## src/rtl/cvt_pkg.sv

```systemverilog
package cvt_pkg;

    localparam int LANE_W = 16;
    localparam int HEXP_W = 5;
    localparam int HMAN_W = 10;
    localparam int HBIAS  = 15;

    typedef enum logic [1:0] {
        RM_NEAR_EVEN = 2'b00,
        RM_DOWN      = 2'b01,
        RM_UP        = 2'b10,
        RM_ZERO      = 2'b11
    } rmode_e;

    typedef struct packed {
        logic [LANE_W-1:0] bits;
        logic              ovf;
        logic              inx;
    } lane_res_t;

endpackage

```

## src/rtl/cvt_ctrl.sv

```systemverilog
module cvt_ctrl
    import cvt_pkg::*;
#(
    parameter int LANES  = 32,
    localparam int CNT_W = $clog2(LANES) + 1
) (
    input  logic             src_is_mem,
    input  logic             bcast,
    input  logic [1:0]       emb_rm,
    input  logic [1:0]       glob_rm,
    input  logic [1:0]       vl_sel,
    output rmode_e           rm,
    output logic             use_word0,
    output logic [CNT_W-1:0] active_lanes
);
    logic full_width;

    always_comb begin
        full_width = vl_sel[1];
        case (vl_sel)
            2'b00:   active_lanes = CNT_W'(LANES / 4);
            2'b01:   active_lanes = CNT_W'(LANES / 2);
            default: active_lanes = CNT_W'(LANES);
        endcase
        if (!src_is_mem && full_width && bcast) begin
            rm = rmode_e'(emb_rm);
        end else begin
            rm = rmode_e'(glob_rm);
        end
        use_word0 = src_is_mem && bcast;
    end

endmodule

```

## src/rtl/cvt_lane.sv

```systemverilog
module cvt_lane
    import cvt_pkg::*;
(
    input  logic [LANE_W-1:0] val,
    input  rmode_e            rm,
    output lane_res_t         res
);
    logic [3:0]        msb;
    logic [LANE_W-1:0] norm;
    logic [HMAN_W:0]   kept;
    logic              guard;
    logic              sticky;
    logic              inexact;
    logic              up;
    logic [HMAN_W+1:0] sum;
    logic [HEXP_W-1:0] exp_f;
    logic [HMAN_W-1:0] man_f;

    always_comb begin
        msb = 4'd0;
        for (int i = 0; i < LANE_W; i++) begin
            if (val[i]) msb = 4'(i);
        end
        norm    = val << (4'd15 - msb);
        kept    = norm[LANE_W-1:LANE_W-HMAN_W-1];
        guard   = norm[4];
        sticky  = |norm[3:0];
        inexact = guard | sticky;
        case (rm)
            RM_NEAR_EVEN: up = guard & (sticky | kept[0]);
            RM_UP:        up = inexact;
            default:      up = 1'b0;
        endcase
        sum   = {1'b0, kept} + (HMAN_W+2)'(up);
        exp_f = {1'b0, msb} + HEXP_W'(HBIAS) + HEXP_W'(sum[HMAN_W+1]);
        man_f = sum[HMAN_W+1] ? '0 : sum[HMAN_W-1:0];
        if (val == '0) begin
            res = '0;
        end else begin
            res.bits = {1'b0, exp_f, man_f};
            res.ovf  = (exp_f == '1);
            res.inx  = inexact | (exp_f == '1);
        end
    end

endmodule

```

## src/rtl/cvt_u16_fp16.sv

```systemverilog
module cvt_u16_fp16
    import cvt_pkg::*;
#(
    parameter  int MAX_VL = 512,
    localparam int LANES  = MAX_VL / LANE_W,
    localparam int CNT_W  = $clog2(LANES) + 1
) (
    input  logic              clk,
    input  logic              rst_n,
    input  logic [MAX_VL-1:0] src_vec,
    input  logic              src_is_mem,
    input  logic              bcast,
    input  logic [1:0]        emb_rm,
    input  logic [1:0]        glob_rm,
    input  logic [1:0]        vl_sel,
    input  logic [LANES-1:0]  wmask,
    input  logic              mask_en,
    input  logic              zeroing,
    input  logic [MAX_VL-1:0] old_dst,
    output logic [MAX_VL-1:0] dst_out,
    output logic              ovf_flag,
    output logic              prec_flag
);
    typedef struct packed {
        logic [MAX_VL-1:0] dst;
        logic              ovf;
        logic              prec;
    } state_t;

    state_t            st_d;
    state_t            st_q;
    rmode_e            rm;
    logic              use_word0;
    logic [CNT_W-1:0]  active_lanes;
    logic [LANE_W-1:0] lane_val [LANES];
    lane_res_t         lane_res [LANES];

    cvt_ctrl #(.LANES(LANES)) u_ctrl (
        .src_is_mem   (src_is_mem),
        .bcast        (bcast),
        .emb_rm       (emb_rm),
        .glob_rm      (glob_rm),
        .vl_sel       (vl_sel),
        .rm           (rm),
        .use_word0    (use_word0),
        .active_lanes (active_lanes)
    );

    for (genvar j = 0; j < LANES; j++) begin : g_lane
        assign lane_val[j] = use_word0 ? src_vec[LANE_W-1:0]
                                       : src_vec[j*LANE_W +: LANE_W];
        cvt_lane u_lane (
            .val (lane_val[j]),
            .rm  (rm),
            .res (lane_res[j])
        );
    end

    always_comb begin
        logic any_ovf;
        logic any_inx;
        any_ovf = 1'b0;
        any_inx = 1'b0;
        st_d     = st_q;
        st_d.dst = '0;
        for (int j = 0; j < LANES; j++) begin
            if (CNT_W'(j) < active_lanes) begin
                if (!mask_en || wmask[j]) begin
                    st_d.dst[j*LANE_W +: LANE_W] = lane_res[j].bits;
                    any_ovf = any_ovf | lane_res[j].ovf;
                    any_inx = any_inx | lane_res[j].inx;
                end else if (!zeroing) begin
                    st_d.dst[j*LANE_W +: LANE_W] = old_dst[j*LANE_W +: LANE_W];
                end
            end
        end
        st_d.ovf  = st_q.ovf | any_ovf;
        st_d.prec = st_q.prec | any_inx;
    end

    always_ff @(posedge clk or negedge rst_n) begin
        if (!rst_n) begin
            st_q <= '0;
        end else begin
            st_q <= st_d;
        end
    end

    assign dst_out   = st_q.dst;
    assign ovf_flag  = st_q.ovf;
    assign prec_flag = st_q.prec;

endmodule

```

## config.mk

```make
export PLATFORM = sky130hd
export DESIGN_NAME = cvt_u16_fp16
export DESIGN_NICKNAME = d
export VERILOG_FILES = /design/src/rtl/cvt_pkg.sv /design/src/rtl/cvt_ctrl.sv /design/src/rtl/cvt_lane.sv /design/src/rtl/cvt_u16_fp16.sv
export SDC_FILE = /design/constraint.sdc
export NUM_CORES = 2
export LEC_CHECK = 0
export ABC_AREA = 1
export BUFFER_PORTS_ARGS = -buffer_cell sky130_fd_sc_hd__buf_2
export CAP_MARGIN = 10
export CORE_AREA = 2 2 615 617
export CTS_CLUSTER_DIAMETER = 40
export DETAILED_ROUTE_END_ITERATION = 12
export DIE_AREA = 0 0 617 619
export HOLD_SLACK_MARGIN = 0.08
export PLACE_DENSITY_LB_ADDON = 0.3
export SLEW_MARGIN = 20
export SYNTH_ARGS = -nofsm -noshare
export SYNTH_HDL_FRONTEND = slang
export SYNTH_SLANG_ARGS = --single-unit
```

## constraint.sdc

```tcl
create_clock -name clk -period 1.45 [get_ports clk]
set_input_delay 0.145 -clock clk [delete_from_list [all_inputs] [get_ports clk]]
set_output_delay 0.145 -clock clk [all_outputs]
set_load 0.01 [all_outputs]
```

# Word level (Yosys, flattened, before mapping)
# Index checks and enable logic that the tools add are counted.
dict set report totals {
  wordCells 1357
  in_bits 1068
  regBits 514
  out_inout_bits 514
}
dict set report classes {
  n_addsub 128
  shift 32
  bitwise 192
  muxes 833
  magnitude_cmp 32
  n_eq_ne 34
  n_reduce_logical 103
}
# cell count
set op_table {}
lappend op_table {{$mux 16} 127}
lappend op_table {{$mux 4} 256}
lappend op_table {{$mux 17} 32}
lappend op_table {{$logic_not 16->1} 32}
lappend op_table {{$shl 16x4->16} 32}
lappend op_table {{$add 11x1->12} 32}
lappend op_table {{$mux 3} 128}
lappend op_table {{$mux 10} 32}
lappend op_table {{$add 4x4->5 const B} 32}
lappend op_table {{$add 5x1->5} 32}
lappend op_table {{$eq 5x5->1 const B} 32}
lappend op_table {{$mux 1} 160}
lappend op_table {{$or 1x1->1} 160}
lappend op_table {{$mux 2} 65}
lappend op_table {{$reduce_or 4->1} 32}
lappend op_table {{$sub 4x4->4 const A} 32}
lappend op_table {{$lt 5x6->1 const A} 16}
lappend op_table {{$pmux 1 s2} 32}
lappend op_table {{$lt 4x6->1 const A} 8}
lappend op_table {{$and 1x1->1} 32}
lappend op_table {{$logic_or 1x1->1} 32}
lappend op_table {{$lt 3x6->1 const A} 4}
lappend op_table {{$lt 1x6->1 const A} 2}
lappend op_table {{$lt 2x6->1 const A} 2}
lappend op_table {{other kinds (6)} 10}

# Depth between registers and ports, before layout
dict set report logic_depth {
  word_depth 122
  mapped_depth 54
}

# Hierarchy
# A second synthesis with hierarchy kept.
dict set report hier_totals {
  hier_cells 12355
  hier_area_um2 73992.2
}
# mod cells_each seq_area_each_um2 n_inst area_per_inst_um2
set modules_own_cells {}
lappend modules_own_cells {{cvt_lane (g_lane[0].u_lane ...)} 271 0.0 28 1465.2}
lappend modules_own_cells {cvt_u16_fp16 3701 12862.3 1 27617.7}
lappend modules_own_cells {{cvt_lane (g_lane[6].u_lane ...)} 262 0.0 4 1315.0}
lappend modules_own_cells {cvt_ctrl 18 0.0 1 90.1}

# Least setup slack after synthesis
# Ideal clock, no wire load.
dict set report synth_timing {
  path_kind {input -> register}
  start {input port src_is_mem}
  end {register st_q, in the netlist prec_flag}
  setup_ps 117
  path_stages 49
  arrival_ps 4873
  setup_slack_ps -3540
  required_time_ps 1333
  n_path_buf 4
  path_cell_list {nand2_4 inv_4 buf_6 buf_8 buf_2 o21ai_0 inv_1 nand2_1 nand2_1 nand2_1 nand2_1 nand2_1 nand2_1 nand2_1 nand2_1 nand2_2 nand2_2 buf_6 (+13 left out) nor3_2 nand3_1 ha_1 ha_1 xnor2_1 nor2_1 nand4_1 nand2_1 nor2_1 nand2_1 nor2_1 nand2_1 a21oi_1 nand2_1 nor2_1 nand2_1 nor2_1 nand2_1}
}
# element line_no
set synth_lines {}
lappend synth_lines {{from (decl)} cvt_u16_fp16.sv:11} ;# input logic src_is_mem,
lappend synth_lines {{to (signal assigned)} cvt_u16_fp16.sv:85} ;# st_q <= st_d;
lappend synth_lines {{to (decl)} cvt_u16_fp16.sv:31} ;# state_t st_q;

==> results.sh <==
export IMPL_fin_area_um2=123000
export IMPL_io_buffers=1581
export IMPL_io_pins=1582
export IMPL_crit_top_cell="nand2_1"
export IMPL_syn_to_final_growth_pct=98.9
export IMPL_vias=97637
export IMPL_postSynth_asyncResetShare_pct=100
export IMPL_die_y_um=619
export IMPL_post_route_period_util_pct=327
export IMPL_fill_cells=41035
export IMPL_path_clk_slew_ns=0.05
export IMPL_clockRootBuffer="clkbuf_16"
export IMPL_fin_hold_ws_ns=-0.0654
export IMPL_critPathMaxFanout=5
export IMPL_grt_overflow=0
export IMPL_grt_pass1_wl_mm=662
export IMPL_fin_ws_ns=-3.30
export IMPL_max_slew_margin_pct=50.0
export IMPL_synth_edf_count=0
export IMPL_drive_gt1_share_pct=40.3
export IMPL_fin_skew_ns=0
export IMPL_grt_max_degree=55
export IMPL_dpl_worst_slack_ns=-4.99
export IMPL_path_class="primary input to flop"
export IMPL_required_ns=2.21
export IMPL_core_area_um2=375000
export IMPL_min_delay_start="wmask[20]"
export IMPL_critPathCaptureType="flop"
export IMPL_routed_via_density=4.39
export IMPL_dpl_hpwl_mm=405
export IMPL_h_tree_depth=3
export IMPL_hold_viol=10
export IMPL_setup_viol=819
export IMPL_wirelength_mm=478
export IMPL_max_cap_violations=0
export IMPL_synth_top_flop_cell="dfrtp_1"
export IMPL_dp_cells=20748
export IMPL_numCtsBuffers=103
export IMPL_die_w_um=617
export IMPL_synth_distinct_cells=64
export IMPL_status="complete, but fails checks"
export IMPL_total_power_mw=103
export IMPL_cp_arrival_ns=5.50
export IMPL_cts_path_max_buffers=4
export IMPL_cts_sinks=514
export IMPL_drtAntennaViolNets=0
export IMPL_stdcell_count=22251
export IMPL_r2r_start="prec_flag$_DFF_PN0_"
export IMPL_start_util_pct=16.6
export IMPL_power_leakage_nw=65.9
export IMPL_ys_seq_area_share_pct=20.7
export IMPL_synth_nets=12466
export IMPL_gp_congestion=0.973
export IMPL_clk_latency_ns=0.82
export IMPL_startpoint="src_is_mem"
export IMPL_start_kind="primary input"
export IMPL_rows=225
export IMPL_failed_checks="hold timing, setup timing"
export IMPL_antenna_found_initial=227
export IMPL_synth_seq_cells=514
export IMPL_worstMarginPinSlew_ns=0.742
export IMPL_die_area_um2=382000
export IMPL_grt_use_total_pct=23.8
export IMPL_synth_area_um2=62100
export IMPL_syn_avg_cell_area_um2=5.51
export IMPL_yosysWarnings=0
export IMPL_place_area_um2=102000
export IMPL_min_path_type="primary input to flop"
export IMPL_setup_tns_ns=-991.25
export IMPL_fmax_ghz=0.211
export IMPL_max_vdd_ir_drop_mv=0.827
export IMPL_first_iter_violations=6772
export IMPL_max_stage_delay_ns=0.39
export IMPL_grt_pass1_vias=95086
export IMPL_synthCells=11269
export IMPL_seq_area_um2=12900
export IMPL_rsz0062_at_grt="yes"
export IMPL_p_per_area_nw_per_um2=835
export IMPL_multi_input_area_um2=47800
export IMPL_firstDrtPassIters=6
export IMPL_cp_slowest_cell="nand4_1"
export IMPL_final_nets=18218
export IMPL_drv_slew=0
export IMPL_drcViolationCount=0
export IMPL_final_min_clock_period_ns=4.75
export IMPL_routedWlPerCell_um=21.5
export IMPL_cts_tree="yes"
## state kept, by name, summed over array words and instances (netlist names)
| name | count |
|---|---|
| dst_out | 512 |
| ovf_flag | 1 |
| prec_flag | 1 |
## cell usage after synthesis, types with 44 or more instances
| master | instances | area (um^2) |
|---|---|---|
| o21ai_0 | 777 | 3890 |
| nand2_1 | 4024 | 15100 |
| ha_1 | 129 | 1610 |
| clkbuf_1 | 296 | 1110 |
| nor2_1 | 825 | 3100 |
| inv_2 | 50 | 188 |
| dfrtp_1 | 514 | 12900 |
| nand2_2 | 50 | 313 |
| a22oi_1 | 46 | 345 |
| a21boi_1 | 133 | 998 |
| buf_2 | 128 | 641 |
| inv_1 | 1458 | 5470 |
| xor2_1 | 122 | 1070 |
| a21oi_1 | 284 | 1420 |
| nand4_1 | 199 | 1240 |
| nor3_1 | 89 | 445 |
| nor2_2 | 48 | 300 |
| o211ai_1 | 110 | 826 |
| o21ai_1 | 206 | 1030 |
| o21ai_2 | 44 | 385 |
| a21boi_0 | 47 | 353 |
| nand3_1 | 1361 | 6810 |
## routing by layer
metal,vias up,global-route usage (%),part of all wire (%)
li1,47938,-,-
met1,45672,29.2,42
met2,3147,40.4,47
met3,822,3.59,5.5
met4,58,11.9,5.8
met5,-,0,0.079
## metrics by stage
step / utilization (%) / hold WS [ns]
final: 33.0 / -0.0654
after global placement: 27.2 / 0.131
after detailed placement: 27.2 / 0.134
after global routing: 32.9 / -0.0985
after CTS: 31.7 / -0.133
after floorplan: - / -0.151
## path summary, 6_finish.rpt
check / end / slack, ns / cells past startpoint
worst min register to register: ovf_flag$_DFF_PN0_ / 0.89 / 4
worst max-delay path: ovf_flag$_DFF_PN0_ / -3.30 / 46
worst min-delay path: dst_out[334]$_DFF_PN0_ / -0.07 / 5
min in group asynchronous: dst_out[102]$_DFF_PN0_ / 0.56 / 4
worst max register to register: prec_flag$_DFF_PN0_ / 0.10 / 10
max in group asynchronous: dst_out[217]$_DFF_PN0_ / 0.11 / 5
## where the power goes
part / leakage (nW) / internal [mW] / switching [mW]
Clock: 1.74 / 16.1 / 9.46
Combinational: 57.9 / 27.3 / 32.8
Sequential: 6.28 / 16.7 / 0.851
## area by class of cell
type	count	share of cell area [%]
Inverter	1527	4.70
Timing Repair inverter	2	0.0375
Sequential cell	514	10.4
Clock inverter	61	0.638
Multi-Input combinational cell	8767	38.7
Clock buffer	125	2.28
Timing Repair Buffer	6106	37.9
Antenna cell	155	0.314
Tap cell	4994	5.06
## critical path, delay by kind of cell
| family | cells | cell delay [ns] |
|---|---|---|
| AO/OA/AOI/OAI | 4 | 0.80 |
| XOR/XNOR | 1 | 0.12 |
| adder cells (fa/ha/maj) | 3 | 0.60 |
| buffers and inverters | 13 | 1.47 |
| AND/OR/NAND/NOR | 25 | 2.26 |
## placed cells by master, fill, tap and decap left out, types with 162 or more instances in the layout
cell type and n:
a21oi_1 235, buf_2 1578, buf_4 3410, dfrtp_1 514, dlygate4sd3_1 783, inv_1 1407
nand2_1 3720, nand2_2 259, nand3_1 1179, nand3_2 162, nand4_1 199, nor2_1 696
o21ai_0 574, o21ai_1 273
## cells by family after synthesis
family | count (synthesis) | synth area share, %
flip-flops | 514 | 20.7
buffers and inverters | 1992 | 12.5
XOR/XNOR | 143 | 2.02
AND/OR/NAND/NOR | 6728 | 45.7
adder cells (fa/ha/maj) | 129 | 2.60
AO/OA/AOI/OAI | 1756 | 16.3
multiplexers | 7 | 0.113
## what timing repair did
action	4_1_cts	5_1_grt
hold endpoints to repair	1026	29
gates cloned	11	4
buffers inserted	286	166
setup endpoints to repair	998	1013
pin swaps	240	530
gates resized for setup	767	923
hold buffers	782	1
Note: power is estimated with default switching activity, not from simulation.
